[config.mk]
export PLATFORM = sky130hd
export DESIGN_NAME = imm_test_sequencer
export DESIGN_NICKNAME = d
export VERILOG_FILES = /design/src/rtl/tis_seq_pkg.sv /design/src/rtl/tis_rst_sync.sv /design/src/rtl/tis_fetch_fsm.sv /design/src/rtl/tis_sig_misr.sv /design/src/rtl/tis_slice_check.sv /design/src/rtl/imm_test_sequencer.sv
export SDC_FILE = /design/constraint.sdc
export NUM_CORES = 1
export LEC_CHECK = 0
export BUFFER_PORTS_ARGS = -buffer_cell sky130_fd_sc_hd__buf_4
export CORE_UTILIZATION = 54
export DETAILED_ROUTE_END_ITERATION = 8
export GPL_ROUTABILITY_DRIVEN = 1
export PLACE_DENSITY = 0.92
export RECOVER_POWER = 100
export REMOVE_ABC_BUFFERS = 1
export SLEW_MARGIN = 30
export SYNTH_ARGS = -nofsm -noshare
export SYNTH_HDL_FRONTEND = slang
export SYNTH_HIERARCHICAL = 1
export SYNTH_SLANG_ARGS = --single-unit
[constraint.sdc]
create_clock -name clk -period 7.2 [get_ports clk]
set_input_delay 0 -clock clk [delete_from_list [all_inputs] [get_ports clk]]
set_output_delay 0 -clock clk [all_outputs]
set_load 0.005 [all_outputs]
[src/rtl/tis_seq_pkg.sv]
`timescale 1ns/1ps
package tis_seq_pkg;

  localparam int OPC_W = 4;

  localparam logic [OPC_W-1:0] OPC_CTL = 4'hC;
  localparam logic [OPC_W-1:0] OPC_BR  = 4'hD;
  localparam logic [OPC_W-1:0] OPC_ADD = 4'hE;
  localparam logic [OPC_W-1:0] OPC_ALU = 4'hF;

  typedef enum logic [1:0] {
    ST_IDLE  = 2'd0,
    ST_WAIT2 = 2'd1,
    ST_APPLY = 2'd2
  } fetch_st_e;

  typedef enum logic [1:0] {
    U_CTL = 2'd0,
    U_BR  = 2'd1,
    U_ADD = 2'd2,
    U_ALU = 2'd3
  } unit_e;

  function automatic logic opc_is_test(input logic [OPC_W-1:0] opc);
    return (opc == OPC_CTL) || (opc == OPC_BR) || (opc == OPC_ADD) || (opc == OPC_ALU);
  endfunction

  function automatic logic opc_two_word(input logic [OPC_W-1:0] opc);
    return (opc == OPC_ADD) || (opc == OPC_ALU);
  endfunction

  function automatic unit_e opc_unit(input logic [OPC_W-1:0] opc);
    unit_e u;
    case (opc)
      OPC_BR:  u = U_BR;
      OPC_ADD: u = U_ADD;
      OPC_ALU: u = U_ALU;
      default: u = U_CTL;
    endcase
    return u;
  endfunction

endpackage

[src/rtl/tis_rst_sync.sv]
`timescale 1ns/1ps
module tis_rst_sync #(
  parameter int STAGES = 2
) (
  input  logic clk,
  input  logic rst_n,
  output logic rst_s_n
);

  logic [STAGES-1:0] chain_q;

  always_ff @(posedge clk or negedge rst_n) begin
    if (!rst_n) chain_q <= '0;
    else        chain_q <= {chain_q[STAGES-2:0], 1'b1};
  end

  assign rst_s_n = chain_q[STAGES-1];

endmodule

[src/rtl/tis_fetch_fsm.sv]
`timescale 1ns/1ps
module tis_fetch_fsm
  import tis_seq_pkg::*;
#(
  parameter int DW  = 16,
  parameter int OPW = OPC_W,
  parameter int NU  = 4
) (
  input  logic          clk,
  input  logic          rst_n,
  input  logic          instr_valid,
  input  logic [DW-1:0] instr_word,
  output logic          stall,
  output logic          apply,
  output unit_e         unit,
  output logic [NU-1:0] sel,
  output logic [DW-1:0] opnd_a,
  output logic [DW-1:0] opnd_b
);

  localparam int FW1  = DW - OPW;   // immediate bits in the first word
  localparam int PK_W = FW1 + DW;   // packed test data bits
  localparam int OVL  = 2*DW - PK_W; // bits shared by both operands

  fetch_st_e st_q, st_n;
  unit_e     unit_q, unit_n;
  logic [FW1-1:0]  hi_q, hi_n;
  logic [DW-1:0]   a_q, a_n, b_q, b_n;
  logic            hi_en, op_en, unit_en;

  logic [OPW-1:0]  opc;
  logic [PK_W-1:0] packed_data;

  assign opc         = instr_word[DW-1 -: OPW];
  assign packed_data = {hi_q, instr_word};

  // next-state and datapath enables
  always_comb begin
    st_n    = st_q;
    unit_n  = unit_q;
    hi_n    = hi_q;
    a_n     = a_q;
    b_n     = b_q;
    hi_en   = 1'b0;
    op_en   = 1'b0;
    unit_en = 1'b0;
    case (st_q)
      ST_WAIT2: begin
        if (instr_valid) begin
          a_n   = packed_data[DW-1:0];
          b_n   = packed_data[PK_W-1 -: DW];
          op_en = 1'b1;
          st_n  = ST_APPLY;
        end
      end
      default: begin
        st_n = ST_IDLE;
        if (instr_valid && opc_is_test(opc)) begin
          unit_n  = opc_unit(opc);
          unit_en = 1'b1;
          if (opc_two_word(opc)) begin
            hi_n  = instr_word[FW1-1:0];
            hi_en = 1'b1;
            st_n  = ST_WAIT2;
          end else begin
            a_n   = {{OPW{1'b0}}, instr_word[FW1-1:0]};
            b_n   = '0;
            op_en = 1'b1;
            st_n  = ST_APPLY;
          end
        end
      end
    endcase
  end

  always_ff @(posedge clk or negedge rst_n) begin
    if (!rst_n) begin
      st_q   <= ST_IDLE;
      unit_q <= U_CTL;
      hi_q   <= '0;
      a_q    <= '0;
      b_q    <= '0;
    end else begin
      st_q <= st_n;
      if (unit_en) unit_q <= unit_n;
      if (hi_en)   hi_q   <= hi_n;
      if (op_en) begin
        a_q <= a_n;
        b_q <= b_n;
      end
    end
  end

  assign stall  = (st_q == ST_WAIT2);
  assign apply  = (st_q == ST_APPLY);
  assign unit   = unit_q;
  assign sel    = apply ? (NU'(1) << unit_q) : '0;
  assign opnd_a = apply ? a_q : '0;
  assign opnd_b = apply ? b_q : '0;

  // a first word of a two-word test raises the stall next cycle
  a_r3_first_word_stalls: assert property (@(posedge clk) disable iff (!rst_n)
    (instr_valid && !stall && opc_two_word(opc)) |=> stall)
    else $error("two-word opcode did not stall decode");

  // a unit is only selected after a word was consumed
  a_r2_sel_after_word: assert property (@(posedge clk) disable iff (!rst_n)
    (|sel) |-> $past(instr_valid))
    else $error("unit selected without a consumed word");

  // stall never overlaps an apply cycle
  a_r3_no_stall_in_apply: assert property (@(posedge clk) disable iff (!rst_n)
    (|sel) |-> !stall)
    else $error("stall high while applying");

  initial begin
    if (OVL != OPW) $error("operand overlap width mismatch");
  end

endmodule

[src/rtl/tis_sig_misr.sv]
`timescale 1ns/1ps
module tis_sig_misr #(
  parameter int           W    = 16,
  parameter logic [W-1:0] POLY = 16'h1021
) (
  input  logic         clk,
  input  logic         rst_n,
  input  logic         en,
  input  logic [W-1:0] din,
  output logic [W-1:0] sig
);

  logic [W-1:0] sig_q, sig_n;

  always_comb begin
    sig_n = {sig_q[W-2:0], 1'b0} ^ din;
    if (sig_q[W-1]) sig_n = sig_n ^ POLY;
  end

  always_ff @(posedge clk or negedge rst_n) begin
    if (!rst_n)  sig_q <= '0;
    else if (en) sig_q <= sig_n;
  end

  assign sig = sig_q;

  // the signature only moves when its unit group is applied
  a_r6_hold_when_idle: assert property (@(posedge clk) disable iff (!rst_n)
    !en |=> $stable(sig))
    else $error("signature changed without capture");

endmodule

[src/rtl/tis_slice_check.sv]
`timescale 1ns/1ps
module tis_slice_check #(
  parameter int DW = 16
) (
  input  logic          clk,
  input  logic          rst_n,
  input  logic          cap_en,
  input  logic [DW-1:0] cap_val,
  input  logic [DW-1:0] slice_q,
  input  logic          err_clr,
  output logic          slice_we,
  output logic [DW-1:0] slice_wd,
  output logic          err
);

  logic          we_q, chk_q, err_q, err_n, mismatch;
  logic [DW-1:0] wd_q, exp_q;

  assign mismatch = chk_q && (|(slice_q ^ exp_q));

  always_comb begin
    err_n = (err_q && !err_clr) || mismatch;
  end

  always_ff @(posedge clk or negedge rst_n) begin
    if (!rst_n) begin
      we_q  <= 1'b0;
      chk_q <= 1'b0;
      err_q <= 1'b0;
      wd_q  <= '0;
      exp_q <= '0;
    end else begin
      we_q  <= cap_en;
      chk_q <= we_q;
      err_q <= err_n;
      if (cap_en) wd_q  <= cap_val;
      if (we_q)   exp_q <= wd_q;
    end
  end

  assign slice_we = we_q;
  assign slice_wd = wd_q;
  assign err      = err_q;

  // every capture is followed by a slice write
  a_r8_write_follows_capture: assert property (@(posedge clk) disable iff (!rst_n)
    cap_en |=> slice_we)
    else $error("capture without slice write");

  // error flag is sticky until cleared
  a_r9_sticky_error: assert property (@(posedge clk) disable iff (!rst_n)
    (err && !err_clr) |=> err)
    else $error("error flag dropped without clear");

endmodule

[src/rtl/imm_test_sequencer.sv]
`timescale 1ns/1ps
module imm_test_sequencer
  import tis_seq_pkg::*;
#(
  parameter int        DW        = 16,
  parameter int        RST_STG   = 2,
  parameter logic [15:0] POLY    = 16'h1021
) (
  input  logic          clk,
  input  logic          rst_n,
  input  logic          instr_valid,
  input  logic [DW-1:0] instr_word,
  output logic          stall,
  output logic [3:0]    test_sel,
  output logic [DW-1:0] opnd_a,
  output logic [DW-1:0] opnd_b,
  input  logic [DW-1:0] cu_res,
  input  logic [DW-1:0] br_res,
  input  logic [DW-1:0] add_res,
  input  logic [DW-1:0] alu_res,
  output logic          slice_we,
  output logic [DW-1:0] slice_wd,
  input  logic [DW-1:0] slice_q,
  input  logic          err_clr,
  output logic          reg_err,
  output logic [DW-1:0] sig_ctl,
  output logic [DW-1:0] sig_dp
);

  localparam int NU    = 4;
  localparam int NMISR = 2;

  logic   rst_s_n;
  logic   apply;
  unit_e  unit;
  logic [DW-1:0] res_sel;
  logic [NMISR-1:0]         m_en;
  logic [NMISR-1:0][DW-1:0] m_sig;

  tis_rst_sync #(.STAGES(RST_STG)) u_rst (
    .clk     (clk),
    .rst_n   (rst_n),
    .rst_s_n (rst_s_n)
  );

  tis_fetch_fsm #(.DW(DW), .OPW(OPC_W), .NU(NU)) u_fetch (
    .clk         (clk),
    .rst_n       (rst_s_n),
    .instr_valid (instr_valid),
    .instr_word  (instr_word),
    .stall       (stall),
    .apply       (apply),
    .unit        (unit),
    .sel         (test_sel),
    .opnd_a      (opnd_a),
    .opnd_b      (opnd_b)
  );

  // route the unit under test to the capture path
  always_comb begin
    case (unit)
      U_BR:    res_sel = br_res;
      U_ADD:   res_sel = add_res;
      U_ALU:   res_sel = alu_res;
      default: res_sel = cu_res;
    endcase
  end

  // group 0: control/branch, group 1: adder/ALU
  assign m_en[0] = apply && ((unit == U_CTL) || (unit == U_BR));
  assign m_en[1] = apply && ((unit == U_ADD) || (unit == U_ALU));

  for (genvar g = 0; g < NMISR; g++) begin : g_misr
    tis_sig_misr #(.W(DW), .POLY(POLY[DW-1:0])) u_misr (
      .clk   (clk),
      .rst_n (rst_s_n),
      .en    (m_en[g]),
      .din   (res_sel),
      .sig   (m_sig[g])
    );
  end

  assign sig_ctl = m_sig[0];
  assign sig_dp  = m_sig[1];

  tis_slice_check #(.DW(DW)) u_chk (
    .clk      (clk),
    .rst_n    (rst_s_n),
    .cap_en   (apply),
    .cap_val  (res_sel),
    .slice_q  (slice_q),
    .err_clr  (err_clr),
    .slice_we (slice_we),
    .slice_wd (slice_wd),
    .err      (reg_err)
  );

  // a control/branch test leaves the datapath signature alone
  a_r6_ctl_keeps_dp: assert property (@(posedge clk) disable iff (!rst_s_n)
    (test_sel[0] || test_sel[1]) |=> $stable(sig_dp))
    else $error("datapath signature moved on control test");

  // the slice write carries the value captured in the apply cycle
  a_r8_write_value: assert property (@(posedge clk) disable iff (!rst_s_n)
    apply |=> (slice_wd == $past(res_sel)))
    else $error("slice write data differs from captured result");

endmodule

# Word-level counts from Yosys, hierarchy flattened
# Cells that the tools add are included.
# op_classes
eq_ne	11
shift	1
n_mux	28
bitwise_logic	6
reduce_logical	19
# op_table
cell	count
2-to-1 mux 16 bit	10
case mux 16 bit (3 select lines)	1
XOR 16 bit	3
2-to-1 mux 13 bit	2
equality test 4 bit, second input constant	4
OR reduction 16 bit	1
2-to-1 mux 1 bit	9
2-to-1 mux 2 bit	4
AND reduction 4 bit	2
logical OR 1 bit	7
equality test 2 bit, second input constant	3
NOT 3 bit	2
case mux 2 bit (3 select lines)	1
logical AND 1 bit	5
equality test 2 x 1 -> 1 bit, second input constant	2
2-to-1 mux 4 bit	1
inequality test 2 bit, second input constant	2
left shift 1 x 2 -> 4 bit, first input constant	1
AND reduction 3 bit	1
logical NOT 2 bit	1
nonzero test 2 bit	1
logical NOT 1 bit	1
NOT 1 bit	1
# word_totals
regBits	117
input_bits	100
output_inout_bits	87

# Longest topological paths before layout
# Gate-level depths: netlist of run 1.
# logic_depth
word_depth	8
ltp_mapped	6
mapped_depth_nobuf	4

# Cells and area by module
# The synthesis of run 1 kept the hierarchy.
# by_module_without_submodules
mod	n_inst	cells_per_inst	area_each_um2
tis_fetch_fsm	1	144	1938.1
tis_sig_misr	2	65	737.0
tis_slice_check	1	94	1441.4
imm_test_sequencer	1	22	436.7
tis_rst_sync	1	3	53.8

# Least setup slack after synthesis of run 1
# OpenSTA, ideal clock, no wires.
# synth_timing
path_type	register to register
start	register u_fetch.unit_q[0] (netlist: u_fetch/unit[0])
end	register g_misr[0].u_misr.sig_q[12]
arrival_time_ps	1770
slack_ps	5304
stages_incl_launch_ff	5
period_less_slack_ps	1896
cell_sequence	dfrtp_1 -> buf_6 -> mux4_1 -> xor3_1 -> mux2_4
# synth_via
elab_chain_len	5
elab_cells_between_ends	10
# synth_lines
item	line	source
from (decl)	tis_fetch_fsm.sv:26	unit_e unit_q, unit_n;
from (signal assigned)	tis_fetch_fsm.sv:85	if (unit_en) unit_q <= unit_n;
equality test 2 bit or equality test 2 x 1 -> 1 bit (tied branches)	imm_test_sequencer.sv:61	case (unit)
case mux 16 bit (3 select lines) (*)	imm_test_sequencer.sv:61	
net res_sel[12]	imm_test_sequencer.sv:36	logic [DW-1:0] res_sel;
XOR 16 bit (*)	tis_sig_misr.sv:16	sig_n = {sig_q[W-2:0], 1'b0} ^ din;
NOT 3 bit (no line)	-	
2-to-1 mux 13 bit (*)	tis_sig_misr.sv:17	if (sig_q[W-1]) sig_n = sig_n ^ POLY;
to (signal assigned)	tis_sig_misr.sv:22	else if (en) sig_q <= sig_n;
to (decl)	tis_sig_misr.sv:13	logic [W-1:0] sig_q, sig_n;
# The timed path passes the listed nets; every way through them passes the cells marked *.
# A chain may end at the register's enable or synchronous reset.

# Worst setup path in the final report of run 1
# layout_timing
start	register u_fetch.st_q[0]
end	register g_misr[0].u_misr.sig_q[12]
# layout_via
elab_chain_len	2
# layout_lines
item	line	source
from (decl)	tis_fetch_fsm.sv:25	fetch_st_e st_q, st_n;
from (signal assigned)	tis_fetch_fsm.sv:84	st_q <= st_n;
equality test 2 bit	tis_fetch_fsm.sv:95	assign apply = (st_q == ST_APPLY);
net apply	imm_test_sequencer.sv:34	logic apply;
logical AND 1 bit	imm_test_sequencer.sv:70	assign m_en[0] = apply && ((unit == U_CTL) || (unit == U_BR));
net m_en[0]	imm_test_sequencer.sv:37	logic [NMISR-1:0] m_en;
# The timed path passes the listed nets, and every way through them passes these cells.

==> results of run 1 <==
sequential cells by signal, indices dropped and copies added (netlist names):
| name | count |
|---|---|
| u_fetch/st_q | 2 |
| u_fetch/hi_q | 12 |
| u_chk/slice_wd | 16 |
| u_fetch/unit | 2 |
| u_chk/exp_q | 16 |
| u_rst/chain_q | 2 |
| u_fetch/b_q | 13 |
| u_chk/err | 1 |
| g_misr.u_misr/sig | 32 |
| u_fetch/a_q | 15 |
| u_chk/slice_we | 1 |
| u_chk/chk_q | 1 |
worst max-delay path: stages, from the launching register on:
cell,delay [ns]
dfrtp_1,0.39
nor2b_1,1.39
clkbuf_1,1.01
nor2b_4,0.75
mux2_1,0.39
cell usage after synthesis, types with 2 or more instances:
cell,count,area (µm²)
dfrtp_1,113,2830
mux2_2,57,642
xnor2_1,44,385
and2_1,29,181
nor2_1,29,109
a21oi_1,28,140
mux4_2,10,225
a22o_2,9,90.1
buf_2,9,45.0
a22o_1,7,61.3
buf_4,6,45.0
mux4_1,6,158
nand4_1,5,31.3
buf_6,4,45.0
clkbuf_1,4,15.0
mux2_4,4,60.1
xor3_1,4,95.1
inv_1,3,11.3
nand2_1,3,11.3
and3b_1,2,17.5
buf_1,2,7.51
buf_12,2,40.0
nor2b_1,2,12.5
cells by family (layout without fill, tap and decap cells):
family,Yosys count,in the layout
AOI/OAI and AO/OA,49,49
xor gates and xnor gates,48,48
buffers and inverters,31,245
DFF,113,113
muxes,77,77
other,1,1
and+or+nand+nor,74,74
path summary, 6_finish.rpt:
path                                            end  cells after the start
setup reg to reg           g_misr[0].u_misr/sig[12]                      4
min in group asynchronous          u_rst/chain_q[1]                      3
max in group asynchronous  g_misr[0].u_misr/sig[13]                      1
setup / recovery           g_misr[0].u_misr/sig[12]                      4
hold reg to reg                    u_rst/chain_q[1]                      0
hold / removal                    u_chk/slice_wd[4]                      3
area by class of cell:
| cell class | count | area (µm²) |
|---|---|---|
| fill | 581 | 1990 |
| tap | 129 | 161 |
| inverter | 4 | 15.0 |
| clock buffer | 21 | 469 |
| sequential | 113 | 2830 |
| timing repair buffer | 210 | 1560 |
| clock inverter | 10 | 109 |
| multi-input combinational | 249 | 2280 |
power by group:
group | internal [mW] | switching, mW | leakage (nW)
Clock | 0.524 | 0.280 | 0.285
Sequential | 0.876 | 0.250 | 1.34
Combinational | 0.512 | 0.317 | 1.76
per-stage QoR:
stage,instances,power (mW),worst slack [ns],hold WS [ns]
after floorplan,366,1.55,3.66,-0.296
after global placement,683,1.94,4.39,-0.217
after detailed placement,684,1.99,4.63,-0.215
after CTS,736,2.82,4.61,0.0190
after global routing,736,2.90,2.84,0.0330
final,736,2.76,3.14,0.0419
metal layers:
| layer | GRT usage, % | up-vias |
|---|---|---|
| met2 | 50.8 | 226 |
| met1 | 34.3 | 2015 |
| li1 | - | 1782 |
| met4 | 14.0 | 0 |
| met5 | 0 | - |
| met3 | 10.4 | 29 |
repair_timing:
item,in CTS,in global routing
hold buffers,21,0
setup endpoints to repair,0,0
endpoints found under the hold margin,35,0
==> flow_summary.json, run 1 <==
{
  "final_cell_area_um2": 7420,
  "final_nets": 695,
  "antennaDiodeCount": 0,
  "die_w_um": 101,
  "drc": 0,
  "cts_max_level": 4,
  "design.core.area_um2": 9420,
  "num_rows": 35,
  "ys.warnings.count": 6,
  "layout_commonest_cell": "buf_4",
  "synth_ff_type": "dfrtp_1",
  "finalWorstPathRequiredPeriod_ns": 4.06,
  "muxShareOfSynthArea_pct": 20.3,
  "rsz0062_at_grt": "no",
  "insertion_delay_ns": 0.50,
  "drv_slew": 83,
  "fin_tns_setup_ns": 0,
  "yosysSeqAreaShare_pct": 52.9,
  "p_per_area_nw_per_um2": 372,
  "setup_violations": 0,
  "layout_common_cells": "buf_4, dfrtp_1, mux2_2",
  "port_buffers": 186,
  "hpwl_mm": 9.54,
  "cts.sinks": 113,
  "io_pins": 187,
  "fin_util_pct": 78.8,
  "worst_ir_drop_vdd_v": 0.000175,
  "synth-simple-area-share_pct": 7.47,
  "ant_nets": 0,
  "cts_tree": "built",
  "synthCells": 393,
  "fmax_mhz": 246,
  "grt_pass1_vias": 4300,
  "drive_above_1_share_pct": 46.1,
  "synth-xor-area-share_pct": 8.99,
  "place_congestion": 0.747,
  "finClkSkew_ns": 0.00913,
  "top_layer": "met4",
  "crit_arrival_ns": 4.44,
  "synth_top_family_by_area": "multiplexers",
  "first_pass_iters": 4,
  "clock-root-buffer": "clkbuf_8",
  "grtUsageTotal_pct": 30.0,
  "first_iter_violations": 156,
  "leakage_nw": 3.39,
  "critPathMaxFanout": 30,
  "path_clk_slew_ns": 0.05,
  "hold_class": "in2reg",
  "grt_max_degree": 71,
  "slew_headroom_pct": -29.1,
  "overflow": 0,
  "async_flop_share_pct": 100,
  "violations": "max-capacitance violations, max-slew violations",
  "route.vias.total": 4052,
  "start_util_pct": 56.8,
  "startpoint": "u_fetch/st_q[0]",
  "drt-met1-wl_mm": 5.52,
  "postPlaceCellArea_um2": 6770,
  "cts_resized": 0,
  "wl_met2_mm": 7.38,
  "hold_path.startpoint": "add_res[4]",
  "end_kind": "register",
  "clock_path_buffers": 2,
  "postCtsSetupBuffers": 0,
  "antenna_found_initial": 0,
  "grt_first_pass_wirelength_mm": 22.4,
  "status": "complete, but fails checks",
  "r2r-start": "u_fetch/st_q[0]",
  "timing.final.hold_violations": 0,
  "setup.worst_path.start_class": "register",
  "wl_per_cell_um": 20.0,
  "r2r_slack_ns": 3.14,
  "synthAdderAreaFrac_pct": 0,
  "wirelength_mm": 14.7,
  "viasPerCell": 5.51,
  "synth.distinct_cells": 34,
  "cp.required_ns": 7.58,
  "die_y_um": 101,
  "syn_to_final_growth_pct": 38.9,
  "drv_cap": 3,
  "ys_ff_latch": 113,
  "synth_compound_area_share_pct": 6.27,
  "worst_slew_pin_slew_ns": 1.92,
  "numCtsBuffers": 17,
  "finalCritPeriodShare_pct": 56.4,
  "dieArea_um2": 10300,
  "path_class": "reg2reg",
  "synth_edf_count": 0,
  "avgSynthCellArea_um2": 13.6,
  "dr_wl_met3_mm": 1.45,
  "synthesis.area_um2": 5340
}
No activity file was read; power rests on OpenSTA's default activity.
==> inputs of run 2 (changes only) <==
--- a/config.mk
+++ b/config.mk
@@ -6,10 +6,10 @@
 export NUM_CORES = 1
 export LEC_CHECK = 0
 export BUFFER_PORTS_ARGS = -buffer_cell sky130_fd_sc_hd__buf_4
-export CORE_UTILIZATION = 54
+export CORE_UTILIZATION = 50
 export DETAILED_ROUTE_END_ITERATION = 8
 export GPL_ROUTABILITY_DRIVEN = 1
-export PLACE_DENSITY = 0.92
+export PLACE_DENSITY = 0.87
 export RECOVER_POWER = 100
 export REMOVE_ABC_BUFFERS = 1
 export SLEW_MARGIN = 30
==> constraint.sdc (replaced) <==
create_clock -name clk -period 3.8 [get_ports clk]
set_input_delay 0 -clock clk [delete_from_list [all_inputs] [get_ports clk]]
set_output_delay 0 -clock clk [all_outputs]
set_load 0.005 [all_outputs]
==> run 2 against run 1 <==
Net effect:
- the run still ends with max-capacitance violations, max-slew violations left
- sequential power rose by 86%
- sequential share of layout area fell by 0.52 points
- register-to-register slack lost 2.3 ns
- cell area up 1.4%
- sequential cell count is the same
- wire length fell by 4.9%
- first-iteration DRC count is 23% higher
- die area is 7.8% higher
- non-clock buffer count up 3
- critical endpoint is now g_misr[1].u_misr/sig[12]
- largest cell class unchanged
==> flow_summary.json, run 2 (same netlist as run 1, synthesis figures left out) <==
{
  "hpwl_mm": 9.61,
  "num_rows": 37,
  "die_y_um": 105,
  "cts.sinks": 113,
  "layout_common_cells": "buf_4, dfrtp_1, mux2_2",
  "leakage_nw": 3.45,
  "grt_use_met2_pct": 44.5,
  "numCtsBuffers": 17,
  "ff2ff_path_depth": 4,
  "timing.final.ws_setup_ns": 0.807,
  "power.switching_mw": 1.55,
  "drv_cap": 1,
  "port_buffers": 186,
  "critPathMaxFanout": 15,
  "fmax_mhz": 334,
  "grt-busiest-layer": "met2",
  "crit_arrival_ns": 3.37,
  "grt_max_degree": 112,
  "antenna_found_initial": 0,
  "start_util_pct": 51.8,
  "drc": 0,
  "finalWorstPathRequiredPeriod_ns": 2.99,
  "path_class": "reg2reg",
  "clock-root-buffer": "clkbuf_8",
  "power.share.switching_pct": 29.0,
  "fin_hold_ws_ns": 0.0326,
  "status": "complete, but fails checks",
  "grt_util_met3_pct": 8.78,
  "p_clk_share_pct": 31.2,
  "share_seq_of_total_power_pct": 39.3,
  "setup_violations": 0,
  "postPlaceCellArea_um2": 6780,
  "path_clk_slew_ns": 0.06,
  "setup.worst_path.start_class": "register",
  "design.core.area_um2": 10300,
  "dieArea_um2": 11100,
  "io_pins": 187,
  "finClkSkew_ns": 0.0107,
  "clock_path_buffers": 2,
  "viasPerCell": 5.31,
  "syn_to_final_growth_pct": 40.8,
  "largest_register_ffs": 32,
  "p_per_area_nw_per_um2": 711,
  "drv_slew": 14,
  "die_w_um": 105,
  "r2r_slack_ns": 0.81,
  "grtUsageTotal_pct": 26.4,
  "worst_slew_pin_slew_ns": 1.99,
  "fin_tns_setup_ns": 0,
  "end_kind": "register",
  "cp.required_ns": 4.18,
  "cts_tree": "built",
  "pwr-share-comb_pct": 29.5,
  "first_iter_violations": 192,
  "cts_resized": 0,
  "wirelength_mm": 14.0,
  "place_congestion": 0.825,
  "startpoint": "u_fetch/unit[0]",
  "post-place-ws_ns": 1.37,
  "finalCritPeriodShare_pct": 78.8,
  "first_pass_iters": 4,
  "postCtsSetupBuffers": 0,
  "route.vias.total": 3960,
  "r2r-start": "u_fetch/unit[0]",
  "final_nets": 698,
  "rsz0062_at_grt": "no",
  "r2r-end": "g_misr[1].u_misr/sig[12]",
  "grt_first_pass_wirelength_mm": 22.2,
  "cts_hold_buf": 21,
  "slew_headroom_pct": -33.6,
  "cts_max_level": 4,
  "final_cell_area_um2": 7530,
  "met1_usage_pct": 31.4,
  "ant_nets": 0,
  "p_int_mw": 3.80,
  "timing.final.hold_violations": 0,
  "violations": "max-capacitance violations, max-slew violations",
  "critPathCapture": "g_misr[1].u_misr/sig[12]",
  "worst_ir_drop_vdd_v": 0.000350,
  "grt_pass1_vias": 4242,
  "drive_above_1_share_pct": 46.9,
  "hold_class": "in2reg",
  "antennaDiodeCount": 0,
  "insertion_delay_ns": 0.50,
  "layout_commonest_cell": "buf_4",
  "wl_per_cell_um": 18.8,
  "overflow": 0
}
[run 2: changes by cell type in the layout (fill, tap and decap cells not counted), moves of 3 or more]
cell       change
bufinv_16      +3
and2_0         -5
buf_4          -5
clkbuf_4      +11
mux2_1         -3
clkbuf_8       -3
and2_1         +6
[run 2: worst max-delay path: stages, from the launching register on]
cell and delay (ns):
dfrtp_1 0.57, clkbuf_1 0.88, mux4_1 0.76, xor3_1 0.39, mux2_4 0.27
[run 2: metrics by stage]
step           util (%)  std cells  total power [mW]
3_5_place_dp       65.7        694              3.76
4_1_cts            73.8        746              5.47
2_1_floorplan         -        366              2.94
5_1_grt            72.9        746              5.63
6_report           72.9        746              5.35
3_3_place_gp       65.7        694              3.67
[run 2: cell type report]
cell class,count,area (µm²)
inverter,4,15.0
clock inverter,11,186
fill,691,2800
multi-input combinational,249,2280
sequential,113,2830
timing repair buffer,213,1610
tap,136,170
clock buffer,20,435
[run 2: how the worst min path moves through the flow]
stage | start | endpoint | depth (start not counted)
detailed placement | rst_n | u_rst/chain_q[0] | 1
floorplan | rst_n | u_rst/chain_q[0] | 0
global route | cu_res[8] | u_chk/slice_wd[8] | 3
global placement | rst_n | u_rst/chain_q[0] | 1
finish | add_res[8] | u_chk/slice_wd[8] | 3
CTS | cu_res[8] | u_chk/slice_wd[8] | 3
[run 2: power groups by stage]
stage / registers (mW) / clock network [mW] / logic, mW
after floorplan: 2.02 / 0 / 0.913
after global placement: 2.10 / 0 / 1.57
after detailed placement: 2.12 / 0 / 1.64
after CTS: 2.11 / 1.70 / 1.67
after global routing: 2.16 / 1.75 / 1.72
final: 2.10 / 1.67 / 1.58
[run 2: metal layers]
layer | vias to the layer above | routed length, µm
met2 | 184 | 7060
met3 | 24 | 1030
met4 | 0 | 287
met5 | - | 0
li1 | 1795 | -
met1 | 1957 | 5650
==> inputs of run 3 (changes only) <==
==> constraint.sdc (replaced) <==
create_clock -name clk -period 2.9 [get_ports clk]
set_input_delay 0 -clock clk [delete_from_list [all_inputs] [get_ports clk]]
set_output_delay 0 -clock clk [all_outputs]
set_load 0.005 [all_outputs]
==> run 3 against run 2 <==
Net effect:
- the run still ends with max-capacitance violations, max-slew violations left
- cell area decreased by 0.80%
- core utilization is 0.58 points lower
- count of clock-buffer cells in the layout shrank 3
- sequential power up 31%
- non-clock buffer count increased by 6
- global-route usage up 0.13 points
- sequential share of layout area increased by 0.25 points
- fmax is 26% higher
- wire length shrank 0.62%
- critical path depth is the same
==> flow_summary.json, run 3 (same netlist as run 1, synthesis figures left out) <==
{
  "status": "complete, but fails checks",
  "violations": "max-capacitance violations, max-slew violations",
  "antenna_found_initial": 0,
  "first_iter_violations": 149,
  "path_class": "reg2reg",
  "fmax_mhz": 421,
  "r2r-start": "u_fetch/unit[1]",
  "drv_slew": 44,
  "p_per_area_nw_per_um2": 891,
  "hpwl_mm": 9.94,
  "grt_max_degree": 69,
  "finClkSkew_ns": 0.0141,
  "cts_resized": 0,
  "r2r-end": "g_misr[0].u_misr/sig[5]",
  "overflow": 0,
  "rsz0062_at_grt": "no",
  "min_path_cells": 3,
  "cts.sinks": 113,
  "final_nets": 704,
  "post-place-ws_ns": 0.828,
  "port_buffers": 186,
  "design.core.area_um2": 10300,
  "cts_tree": "built",
  "clock_path_buffers": 2,
  "grtUsageTotal_pct": 26.5,
  "start_util_pct": 51.8,
  "timing.final.ws_setup_ns": 0.526,
  "layout_commonest_cell": "buf_4",
  "setup_violations": 0,
  "grt_pass1_vias": 4302,
  "wl_per_cell_um": 18.5,
  "fillers": 696,
  "place_congestion": 0.797,
  "fin_tns_setup_ns": 0,
  "path_clk_slew_ns": 0.06,
  "die_w_um": 105,
  "viasPerCell": 5.32,
  "grt_first_pass_wirelength_mm": 22.3,
  "finalPower_mw": 6.66,
  "drive_above_1_share_pct": 46.8,
  "multi_input_area_um2": 2290,
  "seqCellArea_um2": 2830,
  "leakage_nw": 3.40,
  "drc": 0,
  "antennaDiodeCount": 0,
  "numCtsBuffers": 17,
  "hold_end": "u_chk/slice_wd[5]",
  "finalWorstPathRequiredPeriod_ns": 2.37,
  "syn_to_final_growth_pct": 39.7,
  "end_kind": "register",
  "timing.final.hold_violations": 0,
  "cts_hold_buf": 21,
  "critPathMaxFanout": 13,
  "postCtsSetupBuffers": 0,
  "die_y_um": 105,
  "cp.required_ns": 3.28,
  "insertion_delay_ns": 0.50,
  "first_pass_iters": 4,
  "drv_cap": 1,
  "setup.worst_path.start_class": "register",
  "hold_path.startpoint": "alu_res[5]",
  "slew_headroom_pct": -18.3,
  "finalCritPeriodShare_pct": 81.9,
  "worst_ir_drop_vdd_v": 0.000514,
  "dieArea_um2": 11100,
  "io_pins": 187,
  "worst_slew_pin_slew_ns": 1.77,
  "r2r_slack_ns": 0.53,
  "route.vias.total": 4005,
  "clock-root-buffer": "clkbuf_8",
  "ff2ff_path_depth": 4,
  "num_rows": 37,
  "layout_common_cells": "buf_4, dfrtp_1, mux2_2",
  "wirelength_mm": 13.9,
  "cts_max_level": 4,
  "largest_register_ffs": 32,
  "hold_class": "in2reg",
  "ant_nets": 0,
  "crit_arrival_ns": 2.76
}
## run 3: cell count changes in the layout (fill, tap and decap cells not counted), moves of 2 or more
cell	before	now
buf_4	122	127
bufinv_16	5	0
clkbuf_4	54	49
clkbuf_1	16	20
clkinvlp_4	1	5
clkinv_4	1	4
inv_6	0	3
and2_0	21	23
and2_1	8	6
mux2_1	2	4
## run 3: stage by stage
step	cells	util, %	hold slack (ns)	area, µm²
detailed placement	700	66.1	-0.214	6830
CTS	753	73.3	0.0138	7570
finish	753	72.3	0.0293	7470
global route	753	72.3	0.0182	7470
floorplan	366	-	-0.296	5150
global placement	700	66.1	-0.216	6830
## run 3: area by class of cell
type                    count  area share [%]
inverters                   4           0.201
flip-flops and latches    113            37.9
clock inverters            15            1.53
multi-input cells         249            30.7
repair buffers            219            21.9
well taps                 136            2.28
clock buffers              17            5.55
## run 3: worst max-delay path, stage by stage, from the launching register on
cell	delay, ns
dfrtp_1	0.68
clkbuf_1	0.62
mux4_2	0.46
xor3_1	0.21
mux2_1	0.30
## run 3: worst max-delay path by stage
stage,start,endpoint,cells after the start
global placement,u_fetch/unit[0],g_misr[1].u_misr/sig[12],4
detailed placement,u_fetch/unit[0],g_misr[1].u_misr/sig[12],4
global route,u_fetch/unit[1],g_misr[0].u_misr/sig[5],4
CTS,u_fetch/unit[0],g_misr[1].u_misr/sig[12],4
floorplan,u_fetch/st_q[0],g_misr[0].u_misr/sig[12],3
finish,u_fetch/unit[1],g_misr[0].u_misr/sig[5],4
## run 3: power by group
part | switching [mW] | internal, mW | total (mW) | leakage (nW)
combinational | 0.782 | 1.31 | 2.09 | 1.81
clock | 0.760 | 1.05 | 1.81 | 0.247
sequential | 0.575 | 2.17 | 2.75 | 1.34
## run 3: per-layer routing
metal / global-route usage, % / up-vias / share of wire [%]
met2: 46.7 / 170 / 53
met3: 6.68 / 13 / 7.0
met5: 0 / - / 0
met4: 8.55 / 0 / 1.3
li1: - / 1809 / -
met1: 31.9 / 2013 / 39
